==> config.mk <==
export PLATFORM = sky130hd
export DESIGN_NAME = ring_sync_detect
export DESIGN_NICKNAME = d
export VERILOG_FILES = /design/src/rtl/rsd_pkg.sv /design/src/rtl/rsd_cfg_reg.sv /design/src/rtl/rsd_node_decode.sv /design/src/rtl/rsd_sync_match.sv /design/src/rtl/ring_sync_detect.sv
export SDC_FILE = /design/constraint.sdc
export NUM_CORES = 1
export LEC_CHECK = 0
export ABC_AREA = 1
export BUFFER_PORTS_ARGS = -buffer_cell sky130_fd_sc_hd__clkbuf_2
export CAP_MARGIN = 20
export CORE_MARGIN = 10
export CORE_UTILIZATION = 48
export DETAILED_ROUTE_END_ITERATION = 6
export PLACE_DENSITY = 0.85
export SETUP_SLACK_MARGIN = 0.15
export SLEW_MARGIN = 10
export SYNTH_ARGS = -nofsm -noshare
export SYNTH_HDL_FRONTEND = slang
export SYNTH_SLANG_ARGS = --single-unit
==> constraint.sdc <==
create_clock -name clk -period 1.03 [get_ports clk]
set_input_delay 0.309 -clock clk [delete_from_list [all_inputs] [get_ports clk]]
set_output_delay 0.309 -clock clk [all_outputs]
set_load 0.005 [all_outputs]
==> src/rtl/rsd_pkg.sv <==
package rsd_pkg;
  localparam int NODE_CNT = 16;
  localparam int NUM_W    = $clog2(NODE_CNT);
  localparam int ADDR_W   = 2 * NUM_W;
  localparam int CFG_W    = NODE_CNT + 2 * NUM_W;

  typedef struct packed {
    logic [NUM_W-1:0]    master_num;
    logic [NUM_W-1:0]    sync_slave;
    logic [NODE_CNT-1:0] node_en;
  } rsd_cfg_t;

  typedef struct packed {
    logic [NUM_W-1:0] master_part;
    logic [NUM_W-1:0] slave_part;
  } rsd_addr_t;
endpackage

==> src/rtl/rsd_cfg_reg.sv <==
module rsd_cfg_reg
  import rsd_pkg::*;
(
  input  logic             clk,
  input  logic             rst_n,
  input  logic             load_i,
  input  logic [CFG_W-1:0] data_i,
  output rsd_cfg_t         cfg_o
);
  always_ff @(posedge clk) begin
    if (!rst_n)      cfg_o <= '0;
    else if (load_i) cfg_o <= rsd_cfg_t'(data_i);
  end
endmodule

==> src/rtl/rsd_node_decode.sv <==
module rsd_node_decode
  import rsd_pkg::*;
(
  input  rsd_cfg_t  cfg_i,
  input  rsd_addr_t addr_i,
  output logic      active_o
);
  logic [NODE_CNT-1:0] sel;

  for (genvar n = 0; n < NODE_CNT; n++) begin : g_node
    assign sel[n] = cfg_i.node_en[n] && (addr_i.slave_part == NUM_W'(n));
  end

  assign active_o = (addr_i.master_part == cfg_i.master_num) && (|sel);
endmodule

==> src/rtl/rsd_sync_match.sv <==
module rsd_sync_match
  import rsd_pkg::*;
(
  input  rsd_cfg_t  cfg_i,
  input  rsd_addr_t addr_i,
  input  logic      chk_off_i,
  input  logic      is_sync_master_i,
  output logic      match_o
);
  logic slave_eq, master_ok;

  always_comb begin
    slave_eq  = (addr_i.slave_part == cfg_i.sync_slave);
    master_ok = chk_off_i || (addr_i.master_part == cfg_i.master_num);
    match_o   = !is_sync_master_i && slave_eq && master_ok;
  end
endmodule

==> src/rtl/ring_sync_detect.sv <==
module ring_sync_detect
  import rsd_pkg::*;
(
  input  logic              clk,
  input  logic              rst_n,
  input  logic              cfg_load_i,
  input  logic [CFG_W-1:0]  cfg_data_i,
  input  logic              master_chk_off_i,
  input  logic              sync_master_i,
  input  logic              pkt_valid_i,
  output logic              pkt_ready_o,
  input  logic [ADDR_W-1:0] pkt_addr_i,
  output logic              sync_pulse_o,
  output logic              hit_valid_o,
  output logic              hit_active_o
);
  rsd_cfg_t  cfg_q;
  rsd_addr_t addr;
  logic      sync_hit, node_hit, accept;

  assign addr        = rsd_addr_t'(pkt_addr_i);
  assign pkt_ready_o = 1'b1;
  assign accept      = pkt_valid_i && pkt_ready_o;

  rsd_cfg_reg u_cfg (
    .clk    (clk),
    .rst_n  (rst_n),
    .load_i (cfg_load_i),
    .data_i (cfg_data_i),
    .cfg_o  (cfg_q)
  );

  rsd_node_decode u_node (
    .cfg_i    (cfg_q),
    .addr_i   (addr),
    .active_o (node_hit)
  );

  rsd_sync_match u_sync (
    .cfg_i            (cfg_q),
    .addr_i           (addr),
    .chk_off_i        (master_chk_off_i),
    .is_sync_master_i (sync_master_i),
    .match_o          (sync_hit)
  );

  always_ff @(posedge clk) begin
    if (!rst_n) begin
      sync_pulse_o <= 1'b0;
      hit_valid_o  <= 1'b0;
      hit_active_o <= 1'b0;
    end else begin
      sync_pulse_o <= accept && sync_hit;
      hit_valid_o  <= accept;
      hit_active_o <= accept && node_hit;
    end
  end
endmodule

==> impl_metrics.env <==
export IMPL_dp_hpwl_um=2340
export IMPL_dr_total_vias=1174
export IMPL_synth_area_leaders="dfxtp_1 45%, nor2_1 17%, o21ai_0 9.2%"
export IMPL_clkTransAtPathRegs_ns=0.14
export IMPL_first_global_vias=1178
export IMPL_synth_area_sq_um=1200
export IMPL_htree_levels=1
export IMPL_slowest_delay_ns=0.35
export IMPL_setup_worst_path_class="reg2out"
export IMPL_crit_path_cell_trace="buf_6"
export IMPL_io_pins=42
export IMPL_cts_root_buf="clkbuf_4"
export IMPL_violations="setup timing"
export IMPL_wirelength_um=2990
export IMPL_fin_skew_ns=0.00268
export IMPL_rsz0062_at_grt="true"
export IMPL_drive_gt1_share_pct=34.9
export IMPL_async_flop_share_pct=0
export IMPL_pre_cts_ws_ns=-0.183
export IMPL_critPathRequiredTime_ns=0.72
export IMPL_post_drt_wl_per_cell_um=12.2
export IMPL_antenna_found_initial=0
export IMPL_max_cap_violations=0
export IMPL_first_pass_iters=4
export IMPL_overflow=0
export IMPL_cts_buffer_depth=2
export IMPL_coreArea_sq_um=2430
export IMPL_post_route_period_util_pct=105
export IMPL_drt_initial_drc_count=39
export IMPL_yosysSeqAreaShare_pct=45.0
export IMPL_finish_utilization_pct=63.4
export IMPL_synth_net_count=209
export IMPL_endpoint_kind="output port"
export IMPL_clk_latency_ns=0.32
export IMPL_synth_seq_cells=27
export IMPL_postSynthCellCount=171
export IMPL_critPathBufInv=1
export IMPL_grt_use_total_pct=11.7
export IMPL_tns_ns=-0.118
export IMPL_path_depth=1
export IMPL_port_buffers=40
export IMPL_areaGrowthSynthToFinish_pct=28.3
export IMPL_worst_hold_slack_ns=0.198
export IMPL_vias_per_cell=4.79
export IMPL_power_density_nw_per_um2=1250
export IMPL_syn_avg_cell_area_sq_um=7.02
export IMPL_die_h_um=70.0
export IMPL_min_path_type="in2reg"
export IMPL_synth_edff_count=0
export IMPL_irDropWorstVdd_v=0.00120
export IMPL_grt_pass1_wl_um=5070
export IMPL_cp_data_arrival_time_ns=0.78
export IMPL_die_x_um=70.0
export IMPL_start_kind="register"
export IMPL_fmax_mhz=922
export IMPL_num_nets_final=254
export IMPL_grt_max_degree=23
export IMPL_hold_viol_final=0
export IMPL_status="complete, but fails checks"
export IMPL_synth_top_cell_area_share_pct=45.0
export IMPL_antennaDiodeCount=0
export IMPL_drcViolationCount=0
export IMPL_die_area_sq_um=4900
export IMPL_min_period_ns=1.08
export IMPL_setup_ws_ns=-0.0543
export IMPL_drv_slew=0
export IMPL_ant_nets=0
export IMPL_rows=18
export IMPL_finalWeightedCongestion=0.853
export IMPL_cts_sinks=27
export IMPL_yosysWarnings=0
export IMPL_cts_tree="done"
export IMPL_ys_dominant_reg_cell="dfxtp_1"
export IMPL_fin_area_sq_um=1540
export IMPL_cp_slowest_cell="dfxtp_2"
export IMPL_final_setup_viol_count=3
export IMPL_synth_top_cell_by_area="dfxtp_1"
export IMPL_p_leak_nw=0.773
export IMPL_cp_top_family="flip-flops"
export IMPL_start_util_pct=49.4
export IMPL_placed_area_sq_um=1470
export IMPL_numCtsBuffers=3
export IMPL_synth_cell_type_count=20
export IMPL_rr_worst_depth=4
export IMPL_ctsHoldBuffers=0
export IMPL_holdPathStages=3
export IMPL_worstPathMaxFanout=1
where the power goes:
part / switching, mW / internal (mW)
Clock: 0.297 / 0.152
Sequential: 0.0383 / 1.12
Combinational: 0.171 / 0.156
worst register-to-register path, delay by kind of cell, from the launching register on:
kind	cells	cell delay, ns
flip-flops	1	0.35
XOR/XNOR	1	0.13
AND/OR/NAND/NOR	3	0.37
final timing paths:
| kind | startpoint | end | slack, ns |
|---|---|---|---|
| hold reg to reg | u_cfg.cfg_o[16]$_SDFFE_PN0P_ | u_cfg.cfg_o[16]$_SDFFE_PN0P_ | 0.50 |
| hold / removal | cfg_data_i[9] | u_cfg.cfg_o[9]$_SDFFE_PN0P_ | 0.20 |
| setup / recovery | hit_active_o$_SDFF_PN0_ | hit_active_o | -0.05 |
| setup reg to reg | u_cfg.cfg_o[23]$_SDFFE_PN0P_ | hit_active_o$_SDFF_PN0_ | 0.14 |
Yosys cell counts, types with 2 or more instances:
cell type,instances
nand2_1,17
buf_6,2
nor2_1,55
inv_2,2
nand3_1,13
buf_2,4
o21ai_0,22
xor2_1,4
inv_4,2
a21oi_1,3
inv_1,5
o21ai_1,6
o22ai_1,2
dfxtp_1,27
clkbuf_1,2
final cells by class:
class	count	area, sq um
Clock buffer	4	26.3
Fill cell	245	891
Inverter	9	38.8
Multi-Input combinational cell	126	594
Sequential cell	27	556
Tap cell	30	37.5
Timing Repair Buffer	49	289
layout by cell type, fill, tap and decap left out, types with 6 or more instances in the layout:
cell type / synthesis / final
nor2_1: 55 / 55
nand3_1: 13 / 8
buf_4: 1 / 8
o21ai_1: 6 / 6
clkbuf_2: 0 / 36
nand2_1: 17 / 15
dfxtp_2: 0 / 12
o21ai_0: 22 / 22
dfxtp_1: 27 / 15
state kept, by name (all words and copies together), names as in the netlist:
signal	count
sync_pulse_o	1
hit_active_o	1
u_cfg.cfg_o	24
hit_valid_o	1
kinds of logic after synthesis:
family | Yosys count | synth area share (%)
other | 1 | 0.312
buffers and inverters | 18 | 8.02
XOR/XNOR | 5 | 3.65
flip-flops | 27 | 45.0
AND/OR/NAND/NOR | 86 | 28.4
AO/OA/AOI/OAI | 34 | 14.6
per-stage QoR:
stage          std cells  power [mW]
6_report             245        1.93
2_1_floorplan        171        1.36
3_5_place_dp         241        1.49
4_1_cts              245        1.93
3_3_place_gp         241        1.48
5_1_grt              245        2.06
layer usage:
layer	part of all wire, %	global-route usage (%)	vias to the layer above
li1	-	-	633
met5	0	0	-
met2	48	20.2	29
met1	45	13.5	510
met3	6.7	4.66	2
met4	0.64	1.54	0
timing repair:
action | CTS | global route
gates cloned | 0 | 0
pin swaps | 6 | 11
buffers inserted | 0 | 0
endpoints found under the setup margin | 5 | 5
gates resized for setup | 3 | 20
Power figures use the tool's default switching activity.
